**config.mk**
```make
export PLATFORM = sky130hd
export DESIGN_NAME = uart_cts_tx
export DESIGN_NICKNAME = d
export VERILOG_FILES = /design/src/rtl/uart_cts_pkg.sv /design/src/rtl/uart_cts_dp.sv /design/src/rtl/uart_cts_ctrl.sv /design/src/rtl/uart_cts_tx.sv
export SDC_FILE = /design/constraint.sdc
export NUM_CORES = 1
export LEC_CHECK = 0
export ABC_AREA = 0
export BUFFER_PORTS_ARGS = -buffer_cell sky130_fd_sc_hd__clkbuf_2
export CORE_MARGIN = 1.5
export CORE_UTILIZATION = 30
export CTS_CLUSTER_SIZE = 16
export DETAILED_ROUTE_END_ITERATION = 12
export SYNTH_ARGS = -nofsm -noshare
export SYNTH_HDL_FRONTEND = slang
export SYNTH_SLANG_ARGS = --single-unit
```
**constraint.sdc**
```tcl
create_clock -name clk -period 5 [get_ports clk]
set_input_delay 0.5 -clock clk [delete_from_list [all_inputs] [get_ports clk]]
set_output_delay 0.5 -clock clk [all_outputs]
set_load 0.005 [all_outputs]
```
**src/rtl/uart_cts_pkg.sv**
```systemverilog
package uart_cts_pkg;
  typedef struct packed {
    logic load;      // capture a new character
    logic loadFull;  // full-length character at load
    logic start;     // drive start bit
    logic shift;     // drive next data bit
    logic parity;    // drive parity bit
    logic parOdd;    // odd parity select, valid with parity
    logic stop;      // drive stop bit
    logic deltaClr;  // software clear of change flag
  } txStrobes_t;
endpackage

```
**src/rtl/uart_cts_dp.sv**
```systemverilog
module uart_cts_dp
  import uart_cts_pkg::*;
#(
  parameter int DATA_W      = 8,
  parameter int SYNC_STAGES = 2
) (
  input  logic              clk,
  input  logic              rstN,
  input  txStrobes_t        stb,
  input  logic [DATA_W-1:0] charIn,
  input  logic              ctsIn,
  output logic              txd,
  output logic              ctsSync,
  output logic              ctsDelta
);
  logic [SYNC_STAGES-1:0] syncQ;
  logic                   ctsPrev;
  logic [DATA_W-1:0]      shiftQ;
  logic                   parAcc;
  logic                   levelChange;

  generate
    if (SYNC_STAGES == 1) begin : g_sync1
      always_ff @(posedge clk or negedge rstN)
        if (!rstN) syncQ <= '0;
        else       syncQ <= ctsIn;
    end else begin : g_syncN
      always_ff @(posedge clk or negedge rstN)
        if (!rstN) syncQ <= '0;
        else       syncQ <= {syncQ[SYNC_STAGES-2:0], ctsIn};
    end
  endgenerate

  assign ctsSync     = syncQ[SYNC_STAGES-1];
  assign levelChange = ctsSync ^ ctsPrev;

  always_ff @(posedge clk or negedge rstN) begin
    if (!rstN) begin
      ctsPrev  <= 1'b0;
      ctsDelta <= 1'b0;
    end else begin
      ctsPrev <= ctsSync;
      if (levelChange)       ctsDelta <= 1'b1;
      else if (stb.deltaClr) ctsDelta <= 1'b0;
    end
  end

  always_ff @(posedge clk or negedge rstN) begin
    if (!rstN) begin
      shiftQ <= '0;
      parAcc <= 1'b0;
      txd    <= 1'b1;
    end else begin
      if (stb.load) begin
        shiftQ <= stb.loadFull ? charIn : {1'b0, charIn[DATA_W-2:0]};
        parAcc <= 1'b0;
      end
      if (stb.start) txd <= 1'b0;
      if (stb.shift) begin
        txd    <= shiftQ[0];
        parAcc <= parAcc ^ shiftQ[0];
        shiftQ <= shiftQ >> 1;
      end
      if (stb.parity) txd <= parAcc ^ stb.parOdd;
      if (stb.stop)   txd <= 1'b1;
    end
  end

  p_start_low_r2: assert property (@(posedge clk) disable iff (!rstN)
    stb.start |=> !txd);
  p_delta_sticky_r9: assert property (@(posedge clk) disable iff (!rstN)
    (ctsDelta && !stb.deltaClr) |=> ctsDelta);
endmodule

```
**src/rtl/uart_cts_ctrl.sv**
```systemverilog
module uart_cts_ctrl
  import uart_cts_pkg::*;
#(
  parameter int DATA_W = 8
) (
  input  logic       clk,
  input  logic       rstN,
  input  logic       regAddr,
  input  logic       regWr,
  input  logic [7:0] regWrData,
  output logic [7:0] regRdData,
  input  logic       baudTick,
  input  logic       ctsSync,
  input  logic       ctsDelta,
  output txStrobes_t stb,
  output logic       busy,
  output logic       irq
);
  localparam int IDX_W = (DATA_W > 2) ? $clog2(DATA_W) : 1;
  localparam logic [IDX_W-1:0] LAST_FULL  = IDX_W'(DATA_W - 1);
  localparam logic [IDX_W-1:0] LAST_SHORT = IDX_W'(DATA_W - 2);

  typedef enum logic [2:0] {ST_IDLE, ST_WAIT, ST_DATA, ST_PAR, ST_STOP, ST_LAST} txState_t;

  txState_t       state;
  logic [IDX_W-1:0] bitIdx;
  logic ignoreCts, fullLen, parEn, parOdd, irqMask;
  logic curFull, curParEn, curOdd;
  logic dataWr, ctrlWr, ctsOk;

  assign dataWr = regWr && !regAddr;
  assign ctrlWr = regWr && regAddr;
  assign ctsOk  = ignoreCts || ctsSync;
  assign busy   = (state != ST_IDLE);
  assign irq    = ctsDelta && irqMask;

  always_comb begin
    stb          = '0;
    stb.load     = dataWr && (state == ST_IDLE);
    stb.loadFull = fullLen;
    stb.start    = baudTick && (state == ST_WAIT) && ctsOk;
    stb.shift    = baudTick && (state == ST_DATA);
    stb.parity   = baudTick && (state == ST_PAR);
    stb.parOdd   = curOdd;
    stb.stop     = baudTick && (state == ST_STOP);
    stb.deltaClr = ctrlWr && !regWrData[6];
  end

  always_comb begin
    if (regAddr) regRdData = {busy, ctsDelta, ctsSync, irqMask, parOdd, parEn, fullLen, ignoreCts};
    else         regRdData = {7'b0, busy};
  end

  always_ff @(posedge clk or negedge rstN) begin
    if (!rstN) begin
      {ignoreCts, fullLen, parEn, parOdd, irqMask} <= '0;
    end else if (ctrlWr) begin
      {irqMask, parOdd, parEn, fullLen, ignoreCts} <= regWrData[4:0];
    end
  end

  always_ff @(posedge clk or negedge rstN) begin
    if (!rstN) begin
      state    <= ST_IDLE;
      bitIdx   <= '0;
      curFull  <= 1'b0;
      curParEn <= 1'b0;
      curOdd   <= 1'b0;
    end else begin
      unique case (state)
        ST_IDLE: if (stb.load) begin
          state    <= ST_WAIT;
          curFull  <= fullLen;
          curParEn <= parEn;
          curOdd   <= parOdd;
        end
        ST_WAIT: if (stb.start) begin
          state  <= ST_DATA;
          bitIdx <= '0;
        end
        ST_DATA: if (baudTick) begin
          bitIdx <= bitIdx + 1'b1;
          if (bitIdx == (curFull ? LAST_FULL : LAST_SHORT))
            state <= curParEn ? ST_PAR : ST_STOP;
        end
        ST_PAR:  if (baudTick) state <= ST_STOP;
        ST_STOP: if (baudTick) state <= ST_LAST;
        ST_LAST: if (baudTick) state <= ST_IDLE;
        default: state <= ST_IDLE;
      endcase
    end
  end

  p_busy_after_write_r5: assert property (@(posedge clk) disable iff (!rstN)
    $rose(busy) |-> $past(dataWr));
  p_hold_off_r7: assert property (@(posedge clk) disable iff (!rstN)
    ((state == ST_WAIT) && !ignoreCts && !ctsSync) |=> (state == ST_WAIT));
endmodule

```
**src/rtl/uart_cts_tx.sv**
```systemverilog
module uart_cts_tx
  import uart_cts_pkg::*;
#(
  parameter int DATA_W      = 8,
  parameter int SYNC_STAGES = 2
) (
  input  logic       clk,
  input  logic       rstN,
  input  logic       regAddr,
  input  logic       regWr,
  input  logic [7:0] regWrData,
  output logic [7:0] regRdData,
  input  logic       baudTick,
  input  logic       ctsIn,
  output logic       txd,
  output logic       irq,
  output logic       busy
);
  txStrobes_t stb;
  logic ctsSync, ctsDelta;

  uart_cts_ctrl #(.DATA_W(DATA_W)) u_ctrl (
    .clk(clk), .rstN(rstN), .regAddr(regAddr), .regWr(regWr),
    .regWrData(regWrData), .regRdData(regRdData), .baudTick(baudTick),
    .ctsSync(ctsSync), .ctsDelta(ctsDelta), .stb(stb), .busy(busy), .irq(irq)
  );

  uart_cts_dp #(.DATA_W(DATA_W), .SYNC_STAGES(SYNC_STAGES)) u_dp (
    .clk(clk), .rstN(rstN), .stb(stb), .charIn(regWrData[DATA_W-1:0]),
    .ctsIn(ctsIn), .txd(txd), .ctsSync(ctsSync), .ctsDelta(ctsDelta)
  );

  p_idle_high_r2: assert property (@(posedge clk) disable iff (!rstN)
    !busy |-> txd);
endmodule

```
==> results by group, run 1 <==
Route
  – WL met3: about 170 µm
  – Via count: 1,037
  – ANT nets after route: 0
  – Routed length per instance: around 14 µm
  – Routed WL: about 2800 µm
  – Iter 0 DRT Violations: 101
  – M1 WL: roughly 1300 µm
  – DRT Pass-1 Iters: 4
  – Met2 WL: roughly 1300 µm
  – Vias per Instance: a little over 5
  – Top sig layer: met4
  – Residual DRC: 0

Synth
  – Mapped Nets: ~140
  – Cell count after synthesis: around 130
  – Seq/Total Area, Yosys: between 50% and 60%
  – Syn_area_per_cell: roughly 11 µm²
  – Synth warn: 0
  – Synth top area share: around 50%
  – Compound-Gate Fraction of Synth Area: between 10% and 20%
  – Post-Synth XOR/XNOR Area: between 1.5 and 2%
  – Largest family of logic cells by synthesized area: compound AO/OA/AOI/OAI gates
  – Synth top area cells: dfrtp_1 49%, mux2_2 7.3%, a22o_1 4.4%, and2_1 4.1%, o21ai_0 4.0%
  – Synthesized area: 1390 µm²
  – Mux share of post-synthesis cell area: 8.04%
  – Dominant cell type by area after synthesis: dfrtp_1
  – Yosys reg bits: 28
  – Adder-cell share of the synthesized area: 0.903%
  – Post-Synth Simple-Gate Area: about 17%
  – Netlist cell types: 31

Hold path
  – Hold Crit Class: input pin to async pin

Power and ir drop
  – Power Dens Cells: 489 nW/µm²
  – Tot Pwr: ~0.77 mW
  – Leak: 0.729 nW
  – Worst vdd ir: between 0.00015 and 0.0002 V

Finish
  – Area Overhead vs Synth: 13.6%
  – Antenna cell count: 0
  – Commonest non-fill, non-tap cell in the layout: dfrtp_1
  – Final core utilization: roughly 36%
  – Layout cells sized above 1: between 20% and 30%
  – Nets: roughly 170
  – Finished Cell Area: between 1500 and 2000 µm²
  – Commonest non-fill, non-tap cells in the layout: 27 x dfrtp_1, 24 x clkbuf_2, 11 x o21ai_0

GRT
  – Vias in the first global route: between 1,000 and 1,500
  – Pin count of the biggest net entering global routing: 29
  – Wire length of the first global-routing pass: about 4800 µm
  – Initial antenna violation count: 0
  – Gr ovfl total: 0
  – Gr usage total: around an eighth

Clock tree
  – CTS H-tree depth: 1
  – CTS Sinks: 28
  – TritonCTS clock tree: done
  – Root Buffer: clkbuf_8
  – Number of CTS-inserted buffers: 3
  – CTS max path bufs: 2
  – CTS-repair resized insts: 0
  – Clock transition at path regs: approximately 0.090 ns
  – Hold-fix buffers, CTS: 0
  – Setup bufs post-CTS: 0
  – Worst-Skew Late Latency: between 0.2 and 0.3 ns

Place
  – Worst slack at placement: 2.81 ns
  – Half-perimeter wire length after detailed placement: around 2100 µm
  – Post-place instance area: roughly 1500 µm²
  – RePlAce Congestion: a little under 0.8
  – Port bufs: 24

Outcome
  – Status: complete, no violations

Timing
  – Hold Vio Cnt, Final: 0
  – Worst slew margin: between 50 and 60%
  – Slew at the pin closest to its max-slew limit: between 0.7 and 0.8 ns
  – Min Tclk post-route: around 2.2 ns
  – Slew Viols, Final: 0
  – Total negative slack: 0 ns
  – RSZ-0062 raised after global routing: no
  – Max Clock Freq: 454 MHz
  – Clock skew: about 0.0018 ns
  – Crit path setup slack, layout: 2.79 ns
  – Final period util: 44.1%
  – Final setup violation count: 0

Critical path
  – Worst Path Required: 5.17 ns
  – Max stage delay on crit path: about 0.56 ns
  – Critical Path Stages: 4
  – Cells along the critical path: or3_4 > nor3b_4 > nand3b_1 > mux2_2
  – Sum of buffers and inverters on the critical path: 0
  – Arrival time worst endpoint: between 2 and 2.5 ns
  – Startpoint Class: flip-flop
  – Reg2reg path depth: 4
  – CP Capture Type: flip-flop
  – Setup Crit Path Kind: flip-flop to flip-flop
  – Crit Path Max Fanout: 17
  – CP top delay family: simple AND/OR/NAND/NOR gates
  – Slowest-stage cell, CP: dfrtp_1

Die
  – Die height: ~71 µm
  – CORE AREA: ~4400 µm²
  – Row count: 24
  – I/O pin cnt: 25
  – Die area: about 5000 µm²
  – Die Width: a little over 70 µm
  – Starting density of the core: approximately a third

Job
  – Max Cap Viol: 0
area by class of cell:
type	instances	area, µm²
clock buffers	4	45.0
fillers	445	2810
inverters	3	11.3
multi-input cells	90	629
flip-flops and latches	28	702
well taps	52	65.1
repair buffers	24	120
power breakdown:
part	internal (mW)	switching, mW
registers	0.301	0.0775
logic	0.143	0.123
clock network	0.0572	0.0682
total	0.501	0.269
path summary, 6_finish.rpt:
check	startpoint	end	slack, ns
hold / removal	rstN	u_ctrl.bitIdx[1]	0.26
max in group asynchronous	rstN	u_ctrl.ignoreCts	4.29
setup reg to reg	u_ctrl.state[0]	u_ctrl.state[0]	2.79
hold reg to reg	u_dp.syncQ[0]	u_dp.syncQ[1]	0.36
setup / recovery	u_ctrl.state[0]	u_ctrl.state[0]	2.79
min in group clk	ctsIn	u_dp.syncQ[0]	0.32
cell families (layout without fill, tap and decap cells):
family / count (synthesis) / in the layout
flops: 28 / 28
fa+ha+maj: 1 / 1
compound gates: 37 / 37
simple gates: 39 / 39
xor+xnor: 3 / 3
buf+inv: 10 / 31
mux: 10 / 10
sequential cells by signal, summed over array words and instances, names as in the netlist, 2 cells and up:
name,count
u_dp.shiftQ,8
u_dp.syncQ,2
u_ctrl.bitIdx,3
u_ctrl.state,3
metal layers:
layer,vias to the layer above,GRT usage [%]
met5,-,0
met1,502,16.4
met2,32,18.7
li1,498,-
met4,0,4.40
met3,5,3.42
cells in the mapped netlist:
master and n:
mux2i_1 1, clkbuf_1 4, nand3b_1 2, dfrtp_1 27
mux2_2 9, a21oi_2 1, nor3_1 2, buf_6 2
nand2_1 9, o32a_1 1, nand3_1 3, nand2b_1 5
buf_2 1, a22o_1 7, nor2b_1 2, a21oi_1 7
nor2_1 2, o21a_1 1, or3_4 1, dfstp_2 1
and2_1 9, a21o_1 7, xnor2_1 3, a41oi_1 2
nor4_1 1, nor3b_1 1, inv_1 3, nand4_1 1
o21ai_0 11, nor3b_4 1, ha_1 1
per-stage QoR:
stage	instances	hold WS, ns
after CTS	201	0.285
after global placement	197	0.332
after detailed placement	197	0.343
after global routing	201	0.310
after floorplan	128	0.204
final	201	0.262
worst register-to-register path: stages, from the launching register on:
cell	delay (ns)
dfrtp_1	0.56
or3_4	0.48
nor3b_4	0.54
nand3b_1	0.19
mux2_2	0.33
Note: power is estimated with default switching activity, not from simulation.
==> run 2: changes to the inputs <==
Settings changed: ABC_AREA 0 to 1.
Clock period 5 ns to 1.85 ns, I/O delays scaled along.
==> results by group, run 2 <==
Outcome
  – Status: complete, no violations

Finish
  – Commonest non-fill, non-tap cell in the layout: nand2_1
  – Biggest regs: u_dp.shiftQ (8), u_ctrl.bitIdx (3), u_ctrl.state (3)
  – Sequential cell area: about 700 µm²
  – Layout cells sized above 1: approximately a quarter
  – Nets: about 220
  – Area Overhead vs Synth: 17.5%
  – Antenna cell count: 0
  – Multi-input gate area: between 600 and 700 µm²
  – Most flop-heavy register: u_dp.shiftQ
  – Fillers: around 470
  – Commonest non-fill, non-tap cells in the layout: 65 x nand2_1, 27 x dfrtp_1, 24 x clkbuf_2
  – Max FFs per register: 8

Power and ir drop
  – Switching pwr: 0.804 mW
  – Power Dens Cells: about 1300 nW/µm²
  – Sequential fraction of design power: between 40 and 50%
  – Worst vdd ir: 0.000485 V
  – Leak: about 0.90 nW
  – Int Pwr: ~1.4 mW
  – Switching Share: roughly 36%
  – Clk network pwr share: roughly 22%
  – Comb power frac: between 30 and 40%

Place
  – Port bufs: 24
  – Half-perimeter wire length after detailed placement: between 2000 and 2500 µm
  – RePlAce Congestion: around 0.86

GRT
  – Pin count of the biggest net entering global routing: 29
  – Vias in the first global route: 1,074
  – Gr ovfl total: 0
  – Gr usage total: about an eighth
  – Wire length of the first global-routing pass: about 4800 µm
  – Initial antenna violation count: 0

Critical path
  – CP Capture Type: output port
  – Setup Crit Path Kind: flip-flop to output port
  – Crit Path Max Fanout: 7
  – Slowest-stage cell, CP: dfrtp_1
  – Startpoint Class: flip-flop
  – Worst Path Required: between 1.5 and 2 ns
  – Max stage delay on crit path: 0.53 ns
  – Arrival time worst endpoint: 1.30 ns
  – Cells along the critical path: nor2_2 > nand2_2 > inv_2 > o21ai_0 > clkbuf_2

Synth
  – Synth top area cells: dfrtp_1 47%, nand2_1 17%, nand3_1 4.9%, inv_1 4.5%, mux2_2 4.0%
  – Post-Synth XOR/XNOR Area: approximately 1.2%
  – Cell count after synthesis: 173
  – Most instantiated library cell after synthesis: nand2_1
  – Synthesized area: about 1400 µm²
  – Synth top area share: between 40% and 50%
  – Dominant cell type by area after synthesis: dfrtp_1
  – Compound-Gate Fraction of Synth Area: 3.96%
  – Post-Synth Simple-Gate Area: around 33%
  – Seq/Total Area, Yosys: 49.3%
  – Commonest cells post-synth: 65 x nand2_1, 27 x dfrtp_1, 17 x inv_1
  – Synth warn: 0
  – Mux share of post-synthesis cell area: 3.96%
  – Netlist cell types: 28
  – Yosys reg bits: 28
  – Largest family of logic cells by synthesized area: simple AND/OR/NAND/NOR gates
  – Synth async-reset ratio: 100%
  – Ys flop type: dfrtp_1
  – Number of synthesized flops with an enable pin: 0
  – Syn_area_per_cell: a little over 8 µm²
  – Mapped Nets: roughly 190
  – Adder-cell share of the synthesized area: less than 1%

Route
  – Iter 0 DRT Violations: between 50 and 60
  – Vias per Instance: ~4.6
  – Residual DRC: 0
  – ANT nets after route: 0
  – Via count: ~1,200
  – Routed length per instance: approximately 11 µm
  – Routed WL: approximately 2800 µm
  – DRT Pass-1 Iters: 6

Clock tree
  – CTS Sinks: 28
  – TritonCTS clock tree: done
  – Root Buffer: clkbuf_8
  – CTS max path bufs: 2
  – Clock transition at path regs: 0.10 ns
  – CTS-repair resized insts: 0
  – CTS H-tree depth: 1
  – Number of CTS-inserted buffers: 3
  – Worst-Skew Late Latency: approximately 0.27 ns

Timing
  – Max Clock Freq: between 600 and 700 MHz
  – Hold Slack: ~0.13 ns
  – Final setup violation count: 0
  – Clock skew: roughly 0.0031 ns
  – Hold Vio Cnt, Final: 0
  – Final period util: between 80% and 90%
  – Worst slew margin: between 50% and 60%
  – Slew at the pin closest to its max-slew limit: ~0.70 ns
  – RSZ-0062 raised after global routing: no
  – Min Tclk post-route: roughly 1.5 ns
  – Slew Viols, Final: 0
  – Total negative slack: 0 ns

Die
  – Row count: 24
  – I/O pin cnt: 25
  – Die Width: just over 70 µm
  – Starting density of the core: between 30 and 40%
  – Die area: a little over 5000 µm²
  – CORE AREA: ~4400 µm²
  – Die height: 71.9 µm

Hold path
  – Hold Crit Class: input pin to flip-flop

Job
  – Max Cap Viol: 0
==> run 2: cell types whose count changed after synthesis, moves of 7 or more <==
cell,before,now
nand2_1,9,65
inv_1,3,17
nand3_1,3,14
and2_1,9,0
nor2_1,2,11
o21ai_0,11,3
a21o_1,7,0
a22o_1,7,0
==> run 2: power by group through the flow <==
stage | registers (mW) | clock network, mW | logic [mW]
2_1_floorplan | 0.947 | 0 | 0.604
6_report | 0.970 | 0.483 | 0.759
4_1_cts | 0.970 | 0.503 | 0.775
3_5_place_dp | 0.979 | 0 | 0.772
3_3_place_gp | 0.984 | 0 | 0.763
5_1_grt | 0.995 | 0.527 | 0.889
==> run 2: metal layers <==
layer	vias to the layer above	global-route usage, %	part of all wire [%]
li1	594	-	-
met1	536	16.2	51
met2	28	19.0	44
met3	4	3.38	3.7
met4	0	2.52	1.3
met5	-	0	0
==> run 2: cell type report <==
class                           count  area share (%)
Sequential cell                    28            42.0
Multi-Input combinational cell    122            36.8
Timing Repair Buffer               26            8.38
Inverter                           20            4.64
Tap cell                           52            3.89
Clock buffer                        3            2.47
Clock inverter                      1            1.80
==> run 2: logic make-up after synthesis <==
logic type | count (synthesis)
and+or+nand+nor | 105
DFF | 28
buffers and inverters | 23
AOI/OAI and AO/OA | 9
muxes | 5
xor gates and xnor gates | 2
adders and majority gates | 1
==> run 2: worst paths after layout <==
| kind | startpoint | endpoint | slack, ns | depth (start not counted) |
|---|---|---|---|---|
| setup / recovery | u_ctrl.state[0] | regRdData[0] | 0.36 | 5 |
| hold / removal | regWrData[7] | u_dp.shiftQ[7] | 0.13 | 3 |
| setup reg to reg | u_ctrl.state[0] | u_dp.shiftQ[4] | 0.42 | 8 |
| hold reg to reg | u_dp.syncQ[0] | u_dp.syncQ[1] | 0.36 | 0 |
| max in group asynchronous | rstN | u_ctrl.bitIdx[2] | 0.91 | 2 |
| min in group asynchronous | rstN | u_ctrl.state[1] | 0.49 | 2 |
==> run 2: critical path, delay by kind of cell, from the launching register on <==
family | cells | cell delay, ns
flip-flops | 1 | 0.53
AND/OR/NAND/NOR | 2 | 0.19
buffers and inverters | 2 | 0.18
AO/OA/AOI/OAI | 1 | 0.13
==> run 2: per-stage QoR <==
step | std cells | util, % | setup slack [ns] | area [µm²] | power [mW]
global placement | 246 | 35.6 | 0.437 | 1580 | 1.75
global route | 252 | 37.6 | 0.248 | 1670 | 2.41
finish | 252 | 37.6 | 0.361 | 1670 | 2.21
CTS | 252 | 37.6 | 0.350 | 1670 | 2.25
detailed placement | 246 | 35.6 | 0.427 | 1580 | 1.75
floorplan | 173 | - | 0.648 | 1420 | 1.55
==> run 2: repair_timing <==
action,in CTS,in global routing
endpoints found under the hold margin,28,0
buffers inserted,0,0
hold buffers,2,0
